--- src/rtl/dma_ctl_pkg.sv ---
package dma_ctl_pkg;
   localparam int DATA_W  = 32;
   localparam int STAT_W  = 16;
   localparam int WORD_W  = 5;
   localparam int WIN_LSB = 7;
   localparam int NUM_SEL = 3;

   localparam int B_RUN   = 15;
   localparam int B_PAUSE = 14;
   localparam int B_FLUSH = 13;
   localparam int B_WAKE  = 12;
   localparam int B_DEAD  = 11;
   localparam int B_ACT   = 10;
   localparam int B_BT    = 8;

   localparam logic [STAT_W-1:0] CTL_WR_MASK = 16'hF0FF;

   localparam logic [WORD_W-1:0] W_CTRL = 5'd0;
   localparam logic [WORD_W-1:0] W_STAT = 5'd1;
   localparam logic [WORD_W-1:0] W_PTR  = 5'd3;
   localparam logic [WORD_W-1:0] W_ISEL = 5'd4;

   typedef enum logic [1:0] {SEL_INT = 2'd0, SEL_BR = 2'd1, SEL_WAIT = 2'd2} sel_kind_e;

   // merge a control word into the status, then derive the activity flags
   function automatic logic [STAT_W-1:0] ctl_merge(input logic [STAT_W-1:0] old,
                                                   input logic [DATA_W-1:0] wd);
      logic [STAT_W-1:0] en, val, nx;
      en  = wd[31:16] & CTL_WR_MASK;
      val = wd[15:0] & CTL_WR_MASK;
      nx  = (val & en) | (old & ~en);
      if (nx[B_WAKE]) nx[B_ACT] = 1'b1;
      if (nx[B_RUN]) begin
         nx[B_ACT]  = 1'b1;
         nx[B_DEAD] = 1'b0;
      end
      if (nx[B_PAUSE]) nx[B_ACT] = 1'b0;
      if (old[B_RUN] && !nx[B_RUN]) begin
         nx[B_ACT]  = 1'b0;
         nx[B_DEAD] = 1'b0;
      end
      return nx;
   endfunction

   function automatic logic sel_match(input logic [3:0] dstat, input logic [DATA_W-1:0] sel);
      return ((dstat ^ sel[3:0]) & sel[19:16]) == 4'h0;
   endfunction
endpackage

--- src/rtl/dma_ctl_dec.sv ---
module dma_ctl_dec
   import dma_ctl_pkg::*;
#(
   parameter int NUM_CHAN = 4,
   parameter int ADDR_W   = 12
) (
   input  logic [ADDR_W-1:0]   addr,
   output logic [NUM_CHAN-1:0] hit,
   output logic [WORD_W-1:0]   word
);
   localparam int CH_W = ADDR_W - WIN_LSB;

   logic unused_lsb;
   assign unused_lsb = ^addr[1:0];
   assign word = addr[WIN_LSB-1:2];

   for (genvar c = 0; c < NUM_CHAN; c++) begin : g_hit
      assign hit[c] = (addr[ADDR_W-1:WIN_LSB] == CH_W'(c));
   end
endmodule

--- src/rtl/dma_ctl_chan.sv ---
module dma_ctl_chan
   import dma_ctl_pkg::*;
(
   input  logic               clk,
   input  logic               rst_n,
   input  logic               wr_en,
   input  logic [WORD_W-1:0]  word,
   input  logic [DATA_W-1:0]  wdata,
   input  logic               ev_kill,
   input  logic               ev_stop,
   input  logic               ev_bt_upd,
   input  logic               ev_bt_val,
   input  logic               flush_done,
   output logic [STAT_W-1:0]  status,
   output logic [DATA_W-1:0]  cmd_ptr,
   output logic               irq,
   output logic               load_req,
   output logic [NUM_SEL-1:0] cond,
   output logic [DATA_W-1:0]  rd_word
);
   logic [STAT_W-1:0] st_q, st_d;
   logic [DATA_W-1:0] ptr_q;
   logic [DATA_W-1:0] sel_q [NUM_SEL];
   logic              ptr_ok;

   always_comb begin
      st_d = st_q;
      if (wr_en && word == W_CTRL) st_d = ctl_merge(st_q, wdata);
      if (ev_bt_upd) st_d[B_BT] = ev_bt_val;
      if (flush_done) st_d[B_FLUSH] = 1'b0;
      if (ev_stop) begin
         st_d[B_ACT]  = 1'b0;
         st_d[B_DEAD] = 1'b0;
      end
      if (ev_kill) begin
         st_d[B_ACT]  = 1'b0;
         st_d[B_DEAD] = 1'b1;
      end
   end

   assign ptr_ok = wr_en && word == W_PTR && !(st_q[B_RUN] || st_q[B_ACT]);

   always_ff @(posedge clk) begin
      if (!rst_n) begin
         st_q     <= '0;
         ptr_q    <= '0;
         irq      <= 1'b0;
         load_req <= 1'b0;
      end else begin
         st_q     <= st_d;
         irq      <= ev_kill;
         load_req <= ptr_ok;
         if (ptr_ok) ptr_q <= {wdata[DATA_W-1:4], 4'h0};
      end
   end

   for (genvar s = 0; s < NUM_SEL; s++) begin : g_sel
      localparam logic [WORD_W-1:0] SEL_WORD = W_ISEL + WORD_W'(s);
      always_ff @(posedge clk) begin
         if (!rst_n) sel_q[s] <= '0;
         else if (wr_en && word == SEL_WORD) sel_q[s] <= wdata;
      end
      assign cond[s] = sel_match(st_q[3:0], sel_q[s]);
   end

   always_comb begin
      rd_word = '0;
      if (word == W_STAT) rd_word = {{(DATA_W-STAT_W){1'b0}}, st_q};
      else if (word == W_PTR) rd_word = ptr_q;
      else if (word == W_ISEL + WORD_W'(SEL_INT)) rd_word = sel_q[SEL_INT];
      else if (word == W_ISEL + WORD_W'(SEL_BR)) rd_word = sel_q[SEL_BR];
      else if (word == W_ISEL + WORD_W'(SEL_WAIT)) rd_word = sel_q[SEL_WAIT];
   end

   assign status  = st_q;
   assign cmd_ptr = ptr_q;
endmodule

--- src/rtl/dma_ctl_rdmux.sv ---
module dma_ctl_rdmux
   import dma_ctl_pkg::*;
#(
   parameter int NUM_CHAN = 4,
   parameter bit RD_PIPE  = 1'b1
) (
   input  logic                       clk,
   input  logic                       rst_n,
   input  logic                       re,
   input  logic [NUM_CHAN-1:0]        hit,
   input  logic [NUM_CHAN*DATA_W-1:0] words,
   output logic [DATA_W-1:0]          rdata
);
   logic [DATA_W-1:0] pick;

   always_comb begin
      pick = '0;
      for (int c = 0; c < NUM_CHAN; c++)
         if (hit[c]) pick = pick | words[c*DATA_W +: DATA_W];
   end

   if (RD_PIPE) begin : g_pipe
      logic [DATA_W-1:0] rd_q;
      always_ff @(posedge clk) begin
         if (!rst_n) rd_q <= '0;
         else if (re) rd_q <= pick;
      end
      assign rdata = rd_q;
   end else begin : g_comb
      logic unused_rd;
      assign unused_rd = clk ^ rst_n ^ re;
      assign rdata = pick;
   end
endmodule

--- src/rtl/dma_ctl_regs.sv ---
module dma_ctl_regs
   import dma_ctl_pkg::*;
#(
   parameter int NUM_CHAN = 4,
   parameter int ADDR_W   = 12,
   parameter bit RD_PIPE  = 1'b1
) (
   input  logic                       clk,
   input  logic                       rst_n,
   input  logic                       bus_we,
   input  logic                       bus_re,
   input  logic [ADDR_W-1:0]          bus_addr,
   input  logic [DATA_W-1:0]          bus_wdata,
   output logic [DATA_W-1:0]          bus_rdata,
   input  logic [NUM_CHAN-1:0]        ev_kill,
   input  logic [NUM_CHAN-1:0]        ev_stop,
   input  logic [NUM_CHAN-1:0]        ev_bt_upd,
   input  logic [NUM_CHAN-1:0]        ev_bt_val,
   input  logic [NUM_CHAN-1:0]        flush_done,
   output logic [NUM_CHAN-1:0]        run_o,
   output logic [NUM_CHAN-1:0]        pause_o,
   output logic [NUM_CHAN-1:0]        flush_o,
   output logic [NUM_CHAN-1:0]        wake_o,
   output logic [NUM_CHAN-1:0]        active_o,
   output logic [NUM_CHAN-1:0]        dead_o,
   output logic [NUM_CHAN-1:0]        irq_o,
   output logic [NUM_CHAN-1:0]        load_req_o,
   output logic [NUM_CHAN*DATA_W-1:0] cmd_ptr_o,
   output logic [NUM_CHAN-1:0]        int_cond_o,
   output logic [NUM_CHAN-1:0]        br_cond_o,
   output logic [NUM_CHAN-1:0]        wait_cond_o
);
   localparam int CH_W = ADDR_W - WIN_LSB;

   initial begin
      assert (ADDR_W > WIN_LSB) else $error("ADDR_W must exceed the window bits");
      assert (NUM_CHAN >= 1 && NUM_CHAN <= (1 << CH_W)) else $error("NUM_CHAN out of range");
   end

   logic [NUM_CHAN-1:0]        hit;
   logic [WORD_W-1:0]          word;
   logic [NUM_CHAN*DATA_W-1:0] words;

   dma_ctl_dec #(.NUM_CHAN(NUM_CHAN), .ADDR_W(ADDR_W)) u_dec (
      .addr(bus_addr), .hit(hit), .word(word)
   );

   for (genvar c = 0; c < NUM_CHAN; c++) begin : g_ch
      logic [STAT_W-1:0]  st;
      logic [NUM_SEL-1:0] cnd;
      dma_ctl_chan u_chan (
         .clk(clk), .rst_n(rst_n),
         .wr_en(bus_we && hit[c]), .word(word), .wdata(bus_wdata),
         .ev_kill(ev_kill[c]), .ev_stop(ev_stop[c]),
         .ev_bt_upd(ev_bt_upd[c]), .ev_bt_val(ev_bt_val[c]),
         .flush_done(flush_done[c]),
         .status(st), .cmd_ptr(cmd_ptr_o[c*DATA_W +: DATA_W]),
         .irq(irq_o[c]), .load_req(load_req_o[c]), .cond(cnd),
         .rd_word(words[c*DATA_W +: DATA_W])
      );
      assign run_o[c]       = st[B_RUN];
      assign pause_o[c]     = st[B_PAUSE];
      assign flush_o[c]     = st[B_FLUSH];
      assign wake_o[c]      = st[B_WAKE];
      assign active_o[c]    = st[B_ACT];
      assign dead_o[c]      = st[B_DEAD];
      assign int_cond_o[c]  = cnd[SEL_INT];
      assign br_cond_o[c]   = cnd[SEL_BR];
      assign wait_cond_o[c] = cnd[SEL_WAIT];
   end

   dma_ctl_rdmux #(.NUM_CHAN(NUM_CHAN), .RD_PIPE(RD_PIPE)) u_rd (
      .clk(clk), .rst_n(rst_n), .re(bus_re), .hit(hit),
      .words(words), .rdata(bus_rdata)
   );
endmodule

--- config.mk ---
export PLATFORM = sky130hd
export DESIGN_NAME = dma_ctl_regs
export DESIGN_NICKNAME = d
export VERILOG_FILES = /design/src/rtl/dma_ctl_pkg.sv /design/src/rtl/dma_ctl_dec.sv /design/src/rtl/dma_ctl_chan.sv /design/src/rtl/dma_ctl_rdmux.sv /design/src/rtl/dma_ctl_regs.sv
export SDC_FILE = /design/constraint.sdc
export NUM_CORES = 1
export LEC_CHECK = 0
export ABC_AREA = 1
export BUFFER_PORTS_ARGS = -buffer_cell sky130_fd_sc_hd__buf_2
export CORE_MARGIN = 5
export CORE_UTILIZATION = 29
export CTS_CLUSTER_SIZE = 40
export DETAILED_ROUTE_END_ITERATION = 8
export GPL_TIMING_DRIVEN = 0
export HOLD_SLACK_MARGIN = 0.1
export PLACE_DENSITY = 0.57
export SYNTH_ARGS = -nofsm -noshare
export SYNTH_HDL_FRONTEND = slang
export SYNTH_HIERARCHICAL = 1
export SYNTH_SLANG_ARGS = --single-unit
--- constraint.sdc ---
create_clock -name clk -period 4.8 [get_ports clk]
set_clock_uncertainty 0.2 [all_clocks]
set_input_delay 0.24 -clock clk [delete_from_list [all_inputs] [get_ports clk]]
set_output_delay 0.24 -clock clk [all_outputs]
set_load 0.01 [all_outputs]
==> results_dict.tcl, run 1 <==
set metrics [dict create \
    status "completed" \
    finalSetupViolations 0 \
    wl_per_cell_um 24.3 \
    period_needed_ps 3560 \
    r2r_cells 8 \
    cap_viol_max_count 0 \
    leakage_nw 15.2 \
    final_layout_size_suffix_gt1_share_pct 14.7 \
    netlist_area_um2 28500 \
    postPlaceCellArea_um2 31800 \
    crit_buf_inv 5 \
    route.antenna.remaining_nets 0 \
    rsz0062_at_grt "no" \
    grt_pass1_wl_um 180000 \
    power.density_nw_per_um2 352 \
    max-slew-margin-rel_pct 27.4 \
    core_area_um2 98000 \
    seq_power_share_pct 46.6 \
    worstSetupPathType "primary input to flop" \
    grt.overflow.total 0 \
    crit_fanout 10 \
    total_power_mw 12.3 \
    routed_wl_um 129000 \
    layout_commonest_cell "nand2_1" \
    place_congestion 0.987 \
    syn-instance-count 3566 \
    cp.arrival_ps 3930 \
    cts_buffer_depth 3 \
    port_buffers 247 \
    grt_pass1_vias 25099 \
    grt_use_total_pct 23.9 \
    cts.clk_slew.worst_paths_ps 60 \
    maxSlewViolCount 0 \
    die_area_um2 105000 \
    fmax_ghz 0.281 \
    htree_num_levels 3 \
    die_x_um 324 \
    r2r-start "g_ch[2].u_chan/sel_q[2][18]$_SDFFCE_PN0P_" \
    cp_cell_sequence "buf_2, nor2_2, nand2_1, nor2_1, nand2_1, inv_1, nand3_1, nor2_2, buf_2, nand3_1, dlygate4sd3_1, a21oi_1, dlygate4sd3_1" \
    cts_sinks 596 \
    synthToLayoutAreaGrowth_pct 22.1 \
    critPathMaxStageDelay_ps 760 \
    cp_top_family "buffers and inverters" \
    switching_share_pct 25.0 \
    switching_power_mw 3.07 \
    cp.depth 13 \
    power_frac_comb_pct 7.4 \
    cp-end-kind "flop" \
    cts_tree "yes" \
    clk-insertion-delay-late_ps 640 \
    grt_max_degree 33 \
    fin_nets 4039 \
    internal_power_mw 9.20 \
    io_pins 272 \
    yosys_warnings 6 \
    vias 27304 \
    rows 115 \
    first_pass_iters 5 \
    die_h_um 324 \
    r2r-end "u_rd/rdata[18]$_SDFFE_PN0P_" \
    ir_drop_mv 0.248 \
    finish.instance_area_um2 34900 \
    post_cts_buffers 0 \
    cts_buffers 69 \
    antenna_found_initial 8 \
    dp_hpwl_um 94900 \
    r2r_slack_ps 2650 \
    worstMarginPinSlew_ps 1090 \
    fillers 10346 \
    power_frac_clock_pct 46.0 \
    start_util_pct 29.1 \
    final_hold_viol_count 0 \
    drt_iter0_drc 3616 \
    start_kind "primary input" \
    hp-class "primary input to flop" \
    drc 0 \
    avgSynthCellArea_um2 8.00 \
    clockRootBuffer "clkbuf_16" \
    period_share_pct 74.1 \
    final_cell_mix "nand2_1 (1043), nor2_1 (882), edfxtp_1 (384)" \
    tns_ps 0 \
    routed_via_density 5.13 \
    ctsHoldBuffers 64 \
    critPathSlowestCell "nor2_1" \
    setup.worst_path.start "bus_addr[10]" \
    crit_required_ps 5170 \
    cts_resized 0 \
]
worst min-delay path, cell delays in order:
cell,delay [ps]
buf_2,330
nor3_1,270
nor2_1,70
through the flow:
step           setup slack [ps]  cells  utilization, %  hold slack [ps]
6_report                   1240   5318            35.6              143
5_1_grt                    1190   5314            35.6              121
4_1_cts                    1450   5314            35.6              107
3_5_place_dp               1010   5123            32.4              234
3_3_place_gp              -1880   5112            32.1              230
2_1_floorplan               796   3578               -              134
area by class of cell:
type / count / area (um2) / share of cell area, %
Inverter: 237 / 890 / 2.55
Clock buffer: 98 / 2110 / 6.04
Timing Repair Buffer: 322 / 2130 / 6.12
Clock inverter: 29 / 322 / 0.922
Antenna cell: 4 / 10.0 / 0.0287
Buffer: 205 / 1140 / 3.28
Sequential cell: 596 / 15800 / 45.2
Multi-Input combinational cell: 2540 / 10900 / 31.2
Tap cell: 1287 / 1610 / 4.62
sequential cells by signal (all words and copies together), names as in the netlist, named ones only:
register	cells
g_ch.u_chan/irq	4
g_ch.u_chan/cmd_ptr	112
u_rd/rdata	32
g_ch.u_chan/sel_q	384
g_ch.u_chan/load_req	4
g_ch.u_chan/status	24
power by group through the flow:
stage / sequential, mW / clock (mW) / combinational, mW
final: 5.72 / 5.64 / 0.913
after global routing: 5.73 / 5.91 / 0.956
after CTS: 5.71 / 5.70 / 0.887
after detailed placement: 5.82 / 0 / 0.850
after global placement: 5.84 / 0 / 0.814
after floorplan: 5.80 / 0 / 0.403
per-layer routing:
layer / track usage [%] / wire length (um) / up-vias
met2: 35.9 / 54600 / 1628
met4: 7.31 / 4620 / 8
met5: 0 / 62 / -
met3: 7.44 / 16700 / 248
li1: - / - / 12313
met1: 33.3 / 53500 / 13107
worst min-delay path by stage:
stage                   from  depth (start not counted)                                     end
2_1_floorplan   ev_bt_upd[2]                          1   g_ch[2].u_chan/status[8]$_SDFFE_PN0P_
3_3_place_gp    ev_bt_upd[2]                          2   g_ch[2].u_chan/status[8]$_SDFFE_PN0P_
3_5_place_dp    ev_bt_upd[2]                          2   g_ch[2].u_chan/status[8]$_SDFFE_PN0P_
4_1_cts        bus_wdata[28]                          5  g_ch[0].u_chan/status[12]$_SDFFE_PN0N_
5_1_grt        bus_wdata[13]                          3                                    flop
6_report       bus_wdata[13]                          3                                    flop
(Power assumes the default switching activity.)
==> inputs of run 2 (changes only) <==
==> constraint.sdc (replaced) <==
create_clock -name clk -period 3.4 [get_ports clk]
set_clock_uncertainty 0.2 [all_clocks]
set_input_delay 0.17 -clock clk [delete_from_list [all_inputs] [get_ports clk]]
set_output_delay 0.17 -clock clk [all_outputs]
set_load 0.01 [all_outputs]
==> run 2 against run 1 <==
  * Flip-flop and latch count unchanged
  * Global-route usage about the same
  * Die area did not move
  * Highest routed layer unchanged
  * Setup slack lost 1200 ps
==> results_dict.tcl, run 2 (synthesis results as in run 1) <==
set metrics [dict create \
    crit_buf_inv 6 \
    place_congestion 0.973 \
    max_flop_register "g_ch.u_chan/sel_q" \
    period_needed_ps 3370 \
    drc 0 \
    first_pass_iters 6 \
    worst_path_most_repeated_cell "dlygate4sd3_1" \
    cp_top_family "buffers and inverters" \
    post_cts_buffers 0 \
    grt_pass1_vias 25053 \
    total_power_mw 17.2 \
    largest_reg_flops 384 \
    start_util_pct 29.1 \
    clockRootBuffer "clkbuf_16" \
    start_kind "primary input" \
    finish.utilization_pct 35.8 \
    grt_pass1_wl_um 181000 \
    cp_cell_sequence "dlygate4sd3_1, buf_4, nor2_4, dlygate4sd3_1, nand4_4, inv_6, buf_2, nand2_1, nand2_2, nand2_1, nand3_1, nor2_1, nor2_1, dlygate4sd3_1" \
    critPathMaxStageDelay_ps 610 \
    critPathSlowestCell "dlygate4sd3_1" \
    rsz0062_at_grt "no" \
    crit_required_ps 3760 \
    cp-end-kind "flop" \
    whs_path_depth 9 \
    drt_iter0_drc 3565 \
    final_hold_viol_count 0 \
    finalSetupViolations 0 \
    leakage_nw 15.3 \
    die_h_um 324 \
    htree_num_levels 3 \
    layout_commonest_cell "nand2_1" \
    grt_use_total_pct 24.0 \
    power.density_nw_per_um2 491 \
    ir_drop_mv 0.338 \
    grt.overflow.total 0 \
    die_x_um 324 \
    cts_buffer_depth 3 \
    r2r_cells 9 \
    n_antenna_cell 0 \
    status "completed" \
    antenna_found_initial 7 \
    crit_fanout 11 \
    clk-insertion-delay-late_ps 640 \
    rows 115 \
    min_to "u_rd/rdata[5]$_SDFFE_PN0P_" \
    cap_viol_max_count 0 \
    cts.clk_slew.worst_paths_ps 60 \
    routed_wl_um 130000 \
    routed_via_density 5.11 \
    r2r-end "u_rd/rdata[25]$_SDFFE_PN0P_" \
    route.antenna.remaining_nets 0 \
    period_share_pct 99.3 \
    worstMarginPinSlew_ps 1060 \
    r2r-start "g_ch[2].u_chan/sel_q[2][25]$_SDFFCE_PN0P_" \
    hp-class "primary input to flop" \
    cts_buffers 70 \
    r2r_slack_ps 1120 \
    fin_nets 4066 \
    fmax_ghz 0.296 \
    final_cell_mix "nand2_1 (1042), nor2_1 (881), edfxtp_1 (384)" \
    maxSlewViolCount 0 \
    dp_hpwl_um 94500 \
    core_area_um2 98000 \
    final_layout_size_suffix_gt1_share_pct 14.5 \
    cts_tree "yes" \
    io_pins 272 \
    worstSetupPathType "primary input to flop" \
    hp-start "bus_addr[9]" \
    vias 27326 \
    cp.arrival_ps 3730 \
    port_buffers 247 \
    wl_per_cell_um 24.3 \
    grt_max_degree 33 \
    synthToLayoutAreaGrowth_pct 22.9 \
    max-slew-margin-rel_pct 29.1 \
    tns_ps 0 \
    cts_sinks 596 \
    die_area_um2 105000 \
]
==> run 2: final cells by class <==
| type | instances | area, um2 |
|---|---|---|
| buffer | 205 | 1140 |
| inverter | 237 | 895 |
| clock inverter | 28 | 335 |
| fill | 10297 | 62900 |
| sequential | 596 | 15800 |
| tap | 1287 | 1610 |
| clock buffer | 102 | 2050 |
| multi-input combinational | 2540 | 10900 |
| timing repair buffer | 348 | 2390 |
==> run 2: worst register-to-register path, stage by stage, from the launching register on <==
cell	delay, ps
edfxtp_1	350
o211ai_1	180
nand2_1	70
o21ai_0	90
nand2_2	160
nand2_1	120
nand3_1	180
nor2_1	210
nor2_1	60
dlygate4sd3_1	550
==> run 2: routing by layer <==
layer	vias to the layer above	wire length, um	track usage [%]
met5	-	59	0
met4	8	4760	7.97
met3	240	17500	7.63
met2	1600	54500	35.6
met1	13137	53000	33.2
li1	12341	-	-
==> run 2: how the worst max path moves through the flow <==
stage | from | end | cells past startpoint
6_report | bus_addr[5] | u_rd/rdata[25]$_SDFFE_PN0P_ | 14
5_1_grt | bus_addr[5] | u_rd/rdata[25]$_SDFFE_PN0P_ | 14
4_1_cts | bus_addr[4] | u_rd/rdata[25]$_SDFFE_PN0P_ | 14
3_5_place_dp | rst_n | g_ch[0].u_chan/sel_q[0][3]$_SDFFCE_PN0P_ | 4
3_3_place_gp | bus_addr[10] | g_ch[2].u_chan/sel_q[0][13]$_SDFFCE_PN0P_ | 8
2_1_floorplan | bus_addr[10] | g_ch[2].u_chan/sel_q[0][0]$_SDFFCE_PN0P_ | 7
==> run 2: where the power goes <==
part	switching, mW	internal [mW]	total (mW)
registers	0.123	7.95	8.07
logic	0.987	0.330	1.32
clock network	3.23	4.61	7.84
==> run 2: what timing repair did <==
action | CTS | global route
hold buffers | 91 | 0
endpoints found under the setup margin | 0 | 3
resized for setup | 0 | 7
hold endpoints to repair | 497 | 0
==> run 2: through the flow <==
step | instance area, um2 | hold slack, ps | setup slack [ps] | std cells
floorplan | 28600 | 63.6 | -534 | 3578
global placement | 31400 | 161 | -3170 | 5112
detailed placement | 31800 | 165 | -295 | 5122
CTS | 35100 | 102 | 89.5 | 5343
global route | 35100 | 148 | 46.6 | 5343
finish | 35100 | 117 | 25.4 | 5343
